[src/rtl/pario_pkg.sv]
package pario_pkg;
  localparam int DATA_W = 8;
  localparam int NIB_W  = DATA_W / 2;
  localparam int IDX_W  = $clog2(DATA_W);

  localparam logic [1:0] ADR_A   = 2'b00;
  localparam logic [1:0] ADR_B   = 2'b01;
  localparam logic [1:0] ADR_C   = 2'b10;
  localparam logic [1:0] ADR_CTL = 2'b11;

  // Output enables per port group: 1 = drive pins
  typedef struct packed {
    logic a;
    logic b;
    logic cu;
    logic cl;
  } port_dir_t;
endpackage

[src/rtl/pario_bus_dec.sv]
module pario_bus_dec
  import pario_pkg::*;
(
  input  logic       cs_n,
  input  logic       rd_n,
  input  logic       wr_n,
  input  logic [1:0] addr,
  output logic       wr_a,
  output logic       wr_b,
  output logic       wr_c,
  output logic       wr_ctl,
  output logic       rd_drive
);
  logic wr_act;

  always_comb begin
    wr_act   = !cs_n && !wr_n;
    wr_a     = wr_act && (addr == ADR_A);
    wr_b     = wr_act && (addr == ADR_B);
    wr_c     = wr_act && (addr == ADR_C);
    wr_ctl   = wr_act && (addr == ADR_CTL);
    rd_drive = !cs_n && !rd_n && (addr != ADR_CTL);
  end
endmodule

[src/rtl/pario_ctrl.sv]
module pario_ctrl
  import pario_pkg::*;
(
  input  logic              clk,
  input  logic              rst_n,
  input  logic              ctl_wr,
  input  logic [DATA_W-1:0] din,
  output port_dir_t         dir,
  output logic              clr_all,
  output logic              bit_en,
  output logic [IDX_W-1:0]  bit_idx,
  output logic              bit_val
);
  port_dir_t dir_q, dir_d;
  logic      dir_en;
  logic      unused_rsvd;

  assign unused_rsvd = ^{din[6:5], din[2]};

  always_comb begin
    dir_en  = ctl_wr && din[7];
    clr_all = dir_en;
    bit_en  = ctl_wr && !din[7];
    bit_idx = din[3:1];
    bit_val = din[0];
    dir_d   = dir_q;
    if (dir_en) begin
      dir_d.a  = !din[4];
      dir_d.b  = !din[1];
      dir_d.cu = !din[3];
      dir_d.cl = !din[0];
    end
  end

  always_ff @(posedge clk or negedge rst_n) begin
    if (!rst_n)      dir_q <= '0;
    else if (dir_en) dir_q <= dir_d;
  end

  assign dir = dir_q;

  AST_MODE_A_DIR: assert property (@(posedge clk) disable iff (!rst_n)
    (ctl_wr && din[7]) |=> (dir.a == !$past(din[4])) && (dir.cl == !$past(din[0]))) else $error("mode word");
  AST_BSR_KEEPS_DIR: assert property (@(posedge clk) disable iff (!rst_n)
    (ctl_wr && !din[7]) |=> $stable(dir)) else $error("bsr touched dir");
endmodule

[src/rtl/pario_latch.sv]
module pario_latch #(
  parameter int W  = 8,
  parameter int IW = $clog2(W)
) (
  input  logic          clk,
  input  logic          rst_n,
  input  logic          clr,
  input  logic          wr_en,
  input  logic [W-1:0]  wr_data,
  input  logic          bit_en,
  input  logic [IW-1:0] bit_idx,
  input  logic          bit_val,
  output logic [W-1:0]  q
);
  logic [W-1:0] q_q, q_d;
  logic         q_en;

  always_comb begin
    q_en = clr || wr_en || bit_en;
    q_d  = q_q;
    if (clr)         q_d = '0;
    else if (wr_en)  q_d = wr_data;
    else if (bit_en) q_d[bit_idx] = bit_val;
  end

  always_ff @(posedge clk or negedge rst_n) begin
    if (!rst_n)    q_q <= '0;
    else if (q_en) q_q <= q_d;
  end

  assign q = q_q;

  AST_CLEAR_ZERO: assert property (@(posedge clk) disable iff (!rst_n)
    clr |=> (q == '0)) else $error("clear");
  AST_ONE_BIT_CHANGE: assert property (@(posedge clk) disable iff (!rst_n)
    (bit_en && !clr && !wr_en) |=> ($countones(q ^ $past(q)) <= 1)) else $error("bsr");
  AST_IDLE_HOLD: assert property (@(posedge clk) disable iff (!rst_n)
    (!clr && !wr_en && !bit_en) |=> $stable(q)) else $error("hold");
endmodule

[src/rtl/pario_core.sv]
module pario_core
  import pario_pkg::*;
(
  input  logic              clk,
  input  logic              rst,
  input  logic              cs_n,
  input  logic              rd_n,
  input  logic              wr_n,
  input  logic [1:0]        addr,
  input  logic [DATA_W-1:0] dbus_i,
  output logic [DATA_W-1:0] dbus_o,
  output logic              dbus_oe,
  input  logic [DATA_W-1:0] pa_i,
  output logic [DATA_W-1:0] pa_o,
  output logic [DATA_W-1:0] pa_oe,
  input  logic [DATA_W-1:0] pb_i,
  output logic [DATA_W-1:0] pb_o,
  output logic [DATA_W-1:0] pb_oe,
  input  logic [DATA_W-1:0] pc_i,
  output logic [DATA_W-1:0] pc_o,
  output logic [DATA_W-1:0] pc_oe
);
  logic [1:0] rst_sync;
  logic       rst_n;

  // asynchronous assert, synchronous release
  always_ff @(posedge clk or posedge rst) begin
    if (rst) rst_sync <= '0;
    else     rst_sync <= {rst_sync[0], 1'b1};
  end
  assign rst_n = rst_sync[1];

  logic wr_a, wr_b, wr_c, wr_ctl, rd_drive;
  pario_bus_dec u_dec (
    .cs_n(cs_n), .rd_n(rd_n), .wr_n(wr_n), .addr(addr),
    .wr_a(wr_a), .wr_b(wr_b), .wr_c(wr_c), .wr_ctl(wr_ctl), .rd_drive(rd_drive)
  );

  port_dir_t        dir;
  logic             clr_all, bit_en, bit_val;
  logic [IDX_W-1:0] bit_idx;
  pario_ctrl u_ctrl (
    .clk(clk), .rst_n(rst_n), .ctl_wr(wr_ctl), .din(dbus_i), .dir(dir),
    .clr_all(clr_all), .bit_en(bit_en), .bit_idx(bit_idx), .bit_val(bit_val)
  );

  logic [DATA_W-1:0] lat_a, lat_b, lat_c;
  pario_latch #(.W(DATA_W)) u_lat_a (
    .clk(clk), .rst_n(rst_n), .clr(clr_all), .wr_en(wr_a), .wr_data(dbus_i),
    .bit_en(1'b0), .bit_idx('0), .bit_val(1'b0), .q(lat_a)
  );
  pario_latch #(.W(DATA_W)) u_lat_b (
    .clk(clk), .rst_n(rst_n), .clr(clr_all), .wr_en(wr_b), .wr_data(dbus_i),
    .bit_en(1'b0), .bit_idx('0), .bit_val(1'b0), .q(lat_b)
  );
  pario_latch #(.W(DATA_W)) u_lat_c (
    .clk(clk), .rst_n(rst_n), .clr(clr_all), .wr_en(wr_c), .wr_data(dbus_i),
    .bit_en(bit_en), .bit_idx(bit_idx), .bit_val(bit_val), .q(lat_c)
  );

  assign pa_o  = lat_a;
  assign pb_o  = lat_b;
  assign pc_o  = lat_c;
  assign pa_oe = {DATA_W{dir.a}};
  assign pb_oe = {DATA_W{dir.b}};
  assign pc_oe = {{NIB_W{dir.cu}}, {NIB_W{dir.cl}}};

  // per-line read source for port C: latch when driven, pin otherwise
  logic [DATA_W-1:0] rd_c;
  for (genvar g = 0; g < DATA_W; g++) begin : g_crd
    assign rd_c[g] = pc_oe[g] ? lat_c[g] : pc_i[g];
  end

  logic [DATA_W-1:0] rd_val;
  always_comb begin
    unique case (addr)
      ADR_A:   rd_val = dir.a ? lat_a : pa_i;
      ADR_B:   rd_val = dir.b ? lat_b : pb_i;
      ADR_C:   rd_val = rd_c;
      default: rd_val = '0;
    endcase
  end

  assign dbus_oe = rd_drive;
  assign dbus_o  = rd_drive ? rd_val : '0;

  AST_FLOAT_DESELECTED: assert property (@(posedge clk) disable iff (!rst_n)
    cs_n |-> !dbus_oe) else $error("bus driven while deselected");
  AST_CTL_READ_FLOAT: assert property (@(posedge clk) disable iff (!rst_n)
    (addr == ADR_CTL) |-> !dbus_oe) else $error("control read drove bus");
  AST_RESET_ALL_INPUT: assert property (@(posedge clk)
    !rst_n |-> (pa_oe == '0 && pb_oe == '0 && pc_oe == '0)) else $error("reset dir");
endmodule

[config.mk]
export PLATFORM = sky130hd
export DESIGN_NAME = pario_core
export DESIGN_NICKNAME = d
export VERILOG_FILES = /design/src/rtl/pario_pkg.sv /design/src/rtl/pario_bus_dec.sv /design/src/rtl/pario_ctrl.sv /design/src/rtl/pario_latch.sv /design/src/rtl/pario_core.sv
export SDC_FILE = /design/constraint.sdc
export NUM_CORES = 1
export LEC_CHECK = 0
export BUFFER_PORTS_ARGS = -buffer_cell sky130_fd_sc_hd__buf_2
export CORE_MARGIN = 4
export CORE_UTILIZATION = 35
export DETAILED_ROUTE_END_ITERATION = 7
export SETUP_SLACK_MARGIN = 0.15
export SYNTH_ARGS = -nofsm -noshare
export SYNTH_HDL_FRONTEND = slang
export SYNTH_HIERARCHICAL = 1
export SYNTH_SLANG_ARGS = --single-unit
[constraint.sdc]
create_clock -name clk -period 6.1 [get_ports clk]
set_input_delay 1.83 -clock clk [delete_from_list [all_inputs] [get_ports clk]]
set_output_delay 1.83 -clock clk [all_outputs]
set_load 0.005 [all_outputs]
==> results.md, run 1 <==
- Status: completed
- RSZ-0062 raised after global routing: no
- Class of the most critical setup path: primary input to output pin
- Register area share after synthesis: 33.1%
- Power density over the cells: 235 nW/um2
- Die Area: 7830 um2
- Largest net degree at the start of global routing: 29
- Worst r2r path cells: 2
- Startpoint type of the worst setup path: primary input
- Die X: 88.5 um
- Detailed Route Iter0 Violations: 88
- Largest area contributor in the netlist: dfrtp_1
- Cells after synthesis: 226
- MaxCap Viol Count: 0
- Placeable Area: 6310 um2
- Post-synth ARST share: 100%
- Drt drc: 0
- Clk pwr share: 23.4%
- Post-synth EDFFs: 0
- Number of gates resized after CTS: 0
- Post-CTS Setup Inserts: 0
- Fraction of final layout cells sized beyond drive strength 1: 32.2%
- Crit-path max FO: 8
- Synth Warn #: 6
- Diodes inserted: 0
- Pleak: 1.55 nW
- Max-slew violations: 0
- Top-count cell post-synth: dfrtp_1
- TritonCTS clock tree: built
- IO Pins: 96
- Worst hold margin: 0.248 ns
- Reg clk slew, reported paths: 0.06 ns
- Total GRT Usage: 17.5%
- CTS Buffer Depth: 2
- Worst skew pair latency: 0.28 ns
- Total grt overflow: 0
- Global-route wire length before repair: 10400 um
- Placed Instance Area: 2910 um2
- Vias: 2120
- Max_slew headroom: 40.6%
- Critical Path End Type: output pin
- TritonCTS Buffers: 5
- 1st-pass router iterations: 4
- Fmax: 192 MHz
- List of most frequent post-synthesis cells: 30 x dfrtp_1, 28 x mux2i_1, 24 x buf_4
- Psw: 0.000242 W
- Final GP Congestion: 0.782
- Int Power: 0.000466 W
- Sequential share of power: 42.6%
- Synthesis-to-finish area growth: 32.6%
- Post-synth cell types: 30
- Routed wire length per instance: 14.8 um
- Final Hold Fails: 0
- Post-route setup TNS: 0 ns
- Final wirelength: 6560 um
- Vias in the first global route: 2108
- Synth top area share: 33.1%
- Final HPWL DP: 5080 um
- WP data required: 4.27 ns
- Clock sink count: 30
- Clk root buf: clkbuf_8
- Sw Ratio: 34.2%
- H-tree levels: 2
- Worst VDD drop: 112 uV
- Die H: 88.5 um
- Yosys reg bits: 30
- Combinational power share: 34.0%
- Cell row count: 29
- Worst Clk Skew: 0.00352 ns
- Finish-stage setup viols: 0
- Ranking of synthesized cells by area: dfrtp_1 33%, mux2i_1 12%, a2111oi_1 9.3%
- Nets: 404
- Hold Crit Class: flip-flop to asynchronous set/reset pin
- Worst-margin pin slew: 0.890 ns
- Syn Area/Cell: 10.0 um2
- Fin crit period: 5.20 ns
- Post-Layout Inst Area: 3010 um2
- Final Util: 47.6%
- Final worst-path cycle share: 85.2%
- Port buffer count: 95
- Syn Std Cell Area: 2270 um2
- Via/cell ratio: 4.79
- Hold buffer count at CTS: 0
- Critical Path AT: 3.37 ns
- Initial antenna violation count: 0
- Initial Utilization: 35.9%
- Primary FF master, synth: dfrtp_1
- Number of nets with antenna violations after routing: 0
cells by family after synthesis:
logic type / share of synthesized area (%)
simple gates: 26.7
compound gates: 16.4
buf+inv: 11.1
flops: 33.1
mux: 12.4
other cells: 0.331
area by class of cell:
class	count	area [um2]
clock buffers	7	86.3
clock inverters	1	5.00
fillers	623	3310
inverters	9	33.8
multi-input cells	220	1530
flip-flops and latches	30	751
well taps	77	96.3
repair buffers	99	505
cell usage in the layout (no fill, tap or decap), drive strengths merged:
cell	count
a2111oi	21
a211oi	1
a21oi	3
and2b	1
and4	3
and4b	9
and4bb	7
buf	99
clkbuf	7
clkinv	1
conb	67
dfrtp	30
inv	9
mux2i	28
nand2	4
nand3b	2
nor2	3
nor2b	21
nor3	21
nor4	1
nor4b	5
nor4bb	3
o21ai	8
o22a	8
o311a	3
or3b	1
registers in the layout, summed over array words and instances, names as in the netlist:
register / cells
u_ctrl/dir: 4
u_lat_b/q: 8
u_lat_a/q: 8
rst_sync: 2
u_lat_c/q: 8
final timing paths:
check                                     startpoint                         to  slack (ns)
setup / recovery                             addr[0]                  dbus_o[6]        0.90
min in group clk               rst_sync[0]$_DFF_PP0_      rst_sync[1]$_DFF_PP0_        0.35
max in group asynchronous                        rst      rst_sync[1]$_DFF_PP0_        4.61
hold reg to reg                rst_sync[1]$_DFF_PP0_   u_lat_a/q[1]$_DFFE_PN0P_        0.25
hold / removal                 rst_sync[1]$_DFF_PP0_   u_lat_a/q[1]$_DFFE_PN0P_        0.25
setup reg to reg           u_ctrl/dir[2]$_DFFE_PN0P_  u_ctrl/dir[2]$_DFFE_PN0P_        5.01
critical path, cell delays in order:
cell and delay [ns]:
buf_2 0.14, a211oi_1 0.42, nand3b_1 0.41, o22a_1 0.34, o21ai_1 0.09, buf_2 0.13
per-stage QoR:
stage | power [W] | setup slack (ns) | cells
detailed placement | 0.000550 | 0.927 | 435
global route | 0.000760 | 0.785 | 443
CTS | 0.000717 | 0.894 | 443
floorplan | 0.000464 | 1.37 | 291
global placement | 0.000548 | 1.00 | 435
finish | 0.000707 | 0.902 | 443
power by group through the flow:
| stage | sequential [W] | clock [W] | combinational (W) |
|---|---|---|---|
| global route | 0.000312 | 0.000178 | 0.000269 |
| finish | 0.000302 | 0.000166 | 0.000240 |
| detailed placement | 0.000307 | 0 | 0.000242 |
| floorplan | 0.000287 | 0 | 0.000177 |
| global placement | 0.000306 | 0 | 0.000242 |
| CTS | 0.000304 | 0.000170 | 0.000243 |
metal layers:
metal  global-route usage [%]  wire length, um
met5                        0                0
met4                     5.49               97
met3                     3.72              438
met2                     27.2             2960
met1                     24.5             3070
Note: power is estimated with default switching activity, not from simulation.
==> inputs of run 2 (changes only) <==
--- a/config.mk
+++ b/config.mk
@@ -6,9 +6,11 @@
 export NUM_CORES = 1
 export LEC_CHECK = 0
 export BUFFER_PORTS_ARGS = -buffer_cell sky130_fd_sc_hd__buf_2
+export CORE_ASPECT_RATIO = 0.7
 export CORE_MARGIN = 4
 export CORE_UTILIZATION = 35
 export DETAILED_ROUTE_END_ITERATION = 7
+export PLACE_DENSITY_LB_ADDON = 0.15
 export SETUP_SLACK_MARGIN = 0.15
 export SYNTH_ARGS = -nofsm -noshare
 export SYNTH_HDL_FRONTEND = slang
==> results.md, run 2 (synthesis results as in run 1) <==
- Number of nets with antenna violations after routing: 0 (unchanged)
- Detailed Route Iter0 Violations: 132 (was 88)
- Final worst-path cycle share: 84.7% (was 85.2%)
- Finish-stage setup viols: 0 (unchanged)
- 1st-pass router iterations: 4 (unchanged)
- H-tree levels: 2 (unchanged)
- Critical Path AT: 3.34 ns (was 3.37 ns)
- M3 GR Usage: 3.73% (was 3.72%)
- Post-Layout Inst Area: 3010 um2 (about the same)
- Placeable Area: 6250 um2 (was 6310 um2)
- Number of gates resized after CTS: 0 (unchanged)
- Area of the multi-input gates: 1530 um2 (unchanged)
- Placed Instance Area: 2920 um2 (was 2910 um2)
- Final GP Congestion: 0.765 (was 0.782)
- Clock sink count: 30 (unchanged)
- TritonCTS Buffers: 5 (unchanged)
- GRT busiest layer: met2 (unchanged)
- WP data required: 4.27 ns (about the same)
- Clk root buf: clkbuf_8 (unchanged)
- Cell row count: 24 (was 29)
- Class of the most critical setup path: primary input to output pin (unchanged)
- MaxCap Viol Count: 0 (unchanged)
- Vias in the first global route: 1989 (was 2108)
- Met2 track utilization from global routing: 26.6% (was 27.2%)
- Largest net degree at the start of global routing: 29 (unchanged)
- Synthesis-to-finish area growth: 32.8% (was 32.6%)
- Worst skew pair latency: 0.29 ns (was 0.28 ns)
- Worst-margin pin slew: 0.903 ns (was 0.890 ns)
- Sequential share of power: 42.0% (was 42.6%)
- Place WS: 0.921 ns (was 0.927 ns)
- Int Power: 0.000465 W (was 0.000466 W)
- Die H: 75.3 um (was 88.5 um)
- Power density over the cells: 239 nW/um2 (was 235 nW/um2)
- Reg clk slew, reported paths: 0.08 ns (was 0.06 ns)
- RSZ-0062 raised after global routing: no (unchanged)
- Hold buffer count at CTS: 0 (unchanged)
- Psw: 0.000254 W (was 0.000242 W)
- Fmax: 193 MHz (was 192 MHz)
- Hold Crit Class: flip-flop to asynchronous set/reset pin (unchanged)
- Worst VDD drop: 75.9 uV (was 112 uV)
- Fraction of final layout cells sized beyond drive strength 1: 32.5% (was 32.2%)
- Fill count: 633 (was 623)
- Final non-filler cell total: 444 (was 443)
- Fin crit period: 5.17 ns (was 5.20 ns)
- TritonCTS clock tree: built (unchanged)
- Met1 GRT Util: 26.2% (was 24.5%)
- Worst Clk Skew: 0.0124 ns (was 0.00352 ns)
- R2R Setup Slk: 4.97 ns (was 5.01 ns)
- Final WS setup: 0.931 ns (was 0.902 ns)
- Most common cell after layout, fill and taps aside: buf_2 (unchanged)
- Most frequent cells in the layout: 95 x buf_2, 67 x conb_1, 30 x dfrtp_1 (unchanged)
- Total grt overflow: 0 (unchanged)
- IO Pins: 96 (unchanged)
- Combinational power share: 33.8% (was 34.0%)
- Status: completed (unchanged)
- Diodes inserted: 0 (unchanged)
- Die X: 104 um (was 88.5 um)
- Max_slew headroom: 39.8% (was 40.6%)
- Crit-path max FO: 8 (unchanged)
- Port buffer count: 95 (unchanged)
- Drt drc: 0 (unchanged)
- Post-route setup TNS: 0 ns (unchanged)
- Initial Utilization: 36.3% (was 35.9%)
- Max-slew violations: 0 (unchanged)
- Post-CTS Setup Inserts: 0 (unchanged)
- Final wirelength: 6960 um (was 6560 um)
- Sw Ratio: 35.3% (was 34.2%)
- Total GRT Usage: 17.7% (was 17.5%)
- Pleak: 1.55 nW (about the same)
- RR Startpoint: u_ctrl/dir[2]$_DFFE_PN0P_ (unchanged)
- Inst Count DP: 436 (was 435)
- Clk pwr share: 24.2% (was 23.4%)
- Worst r2r path cells: 2 (unchanged)
- Vias: 2127 (was 2120)
- CTS Buffer Depth: 2 (unchanged)
- Register area: 751 um2 (unchanged)
- Final HPWL DP: 5310 um (was 5080 um)
- Final Hold Fails: 0 (unchanged)
- Die Area: 7850 um2 (was 7830 um2)
- Critical Path End Type: output pin (unchanged)
- Startpoint type of the worst setup path: primary input (unchanged)
- End of the worst register-to-register path: u_ctrl/dir[2]$_DFFE_PN0P_ (unchanged)
- Global-route wire length before repair: 10700 um (was 10400 um)
- Nets: 404 (unchanged)
- Via/cell ratio: 4.79 (about the same)
- Routed wire length per instance: 15.7 um (was 14.8 um)
- Initial antenna violation count: 0 (unchanged)
run 2: changes by cell type in the layout (fill, tap and decap cells not counted):
cell / previous run / this run
clkbuf_1: 1 / 0
clkinvlp_4: 0 / 1
run 2: cell type report:
cell class                      count  share of cell area [%]
Timing Repair Buffer               99                    16.8
Clock inverter                      2                   0.416
Multi-Input combinational cell    220                    50.7
Sequential cell                    30                    24.9
Tap cell                           78                    3.24
Clock buffer                        6                    2.74
Inverter                            9                    1.12
run 2: metal layers:
metal | up-vias | wire, um | share of wire, %
li1 | 1064 | - | -
met1 | 993 | 3660 | 53
met2 | 63 | 2900 | 42
met3 | 7 | 329 | 4.7
met4 | 0 | 59 | 0.85
met5 | - | 0 | 0
run 2: how the worst max path moves through the flow:
stage | start | to
after floorplan | addr[0] | dbus_o[0]
after global placement | addr[0] | dbus_o[2]
after detailed placement | addr[0] | dbus_o[6]
after CTS | addr[0] | dbus_o[6]
after global routing | addr[0] | dbus_o[3]
final | addr[0] | dbus_o[0]
run 2: worst max-delay path: stages:
cell and delay (ns):
buf_2 0.15, a211oi_1 0.45, nand3b_1 0.37, o22a_1 0.32, o21ai_1 0.09, buf_2 0.12
run 2: metrics by stage:
stage               hold slack (ns)  utilization, %  total power [W]
global placement              0.271            46.7         0.000550
finish                        0.238            48.2         0.000720
detailed placement            0.263            46.7         0.000552
CTS                           0.261            48.2         0.000727
floorplan                     0.331               -         0.000464
global route                  0.286            48.2         0.000769
run 2: power groups by stage:
stage               logic, W  registers, W  clock network (W)
floorplan           0.000177      0.000287                  0
global placement    0.000246      0.000304                  0
detailed placement  0.000245      0.000307                  0
CTS                 0.000246      0.000303           0.000178
global route        0.000271      0.000313           0.000185
finish              0.000243      0.000302           0.000174
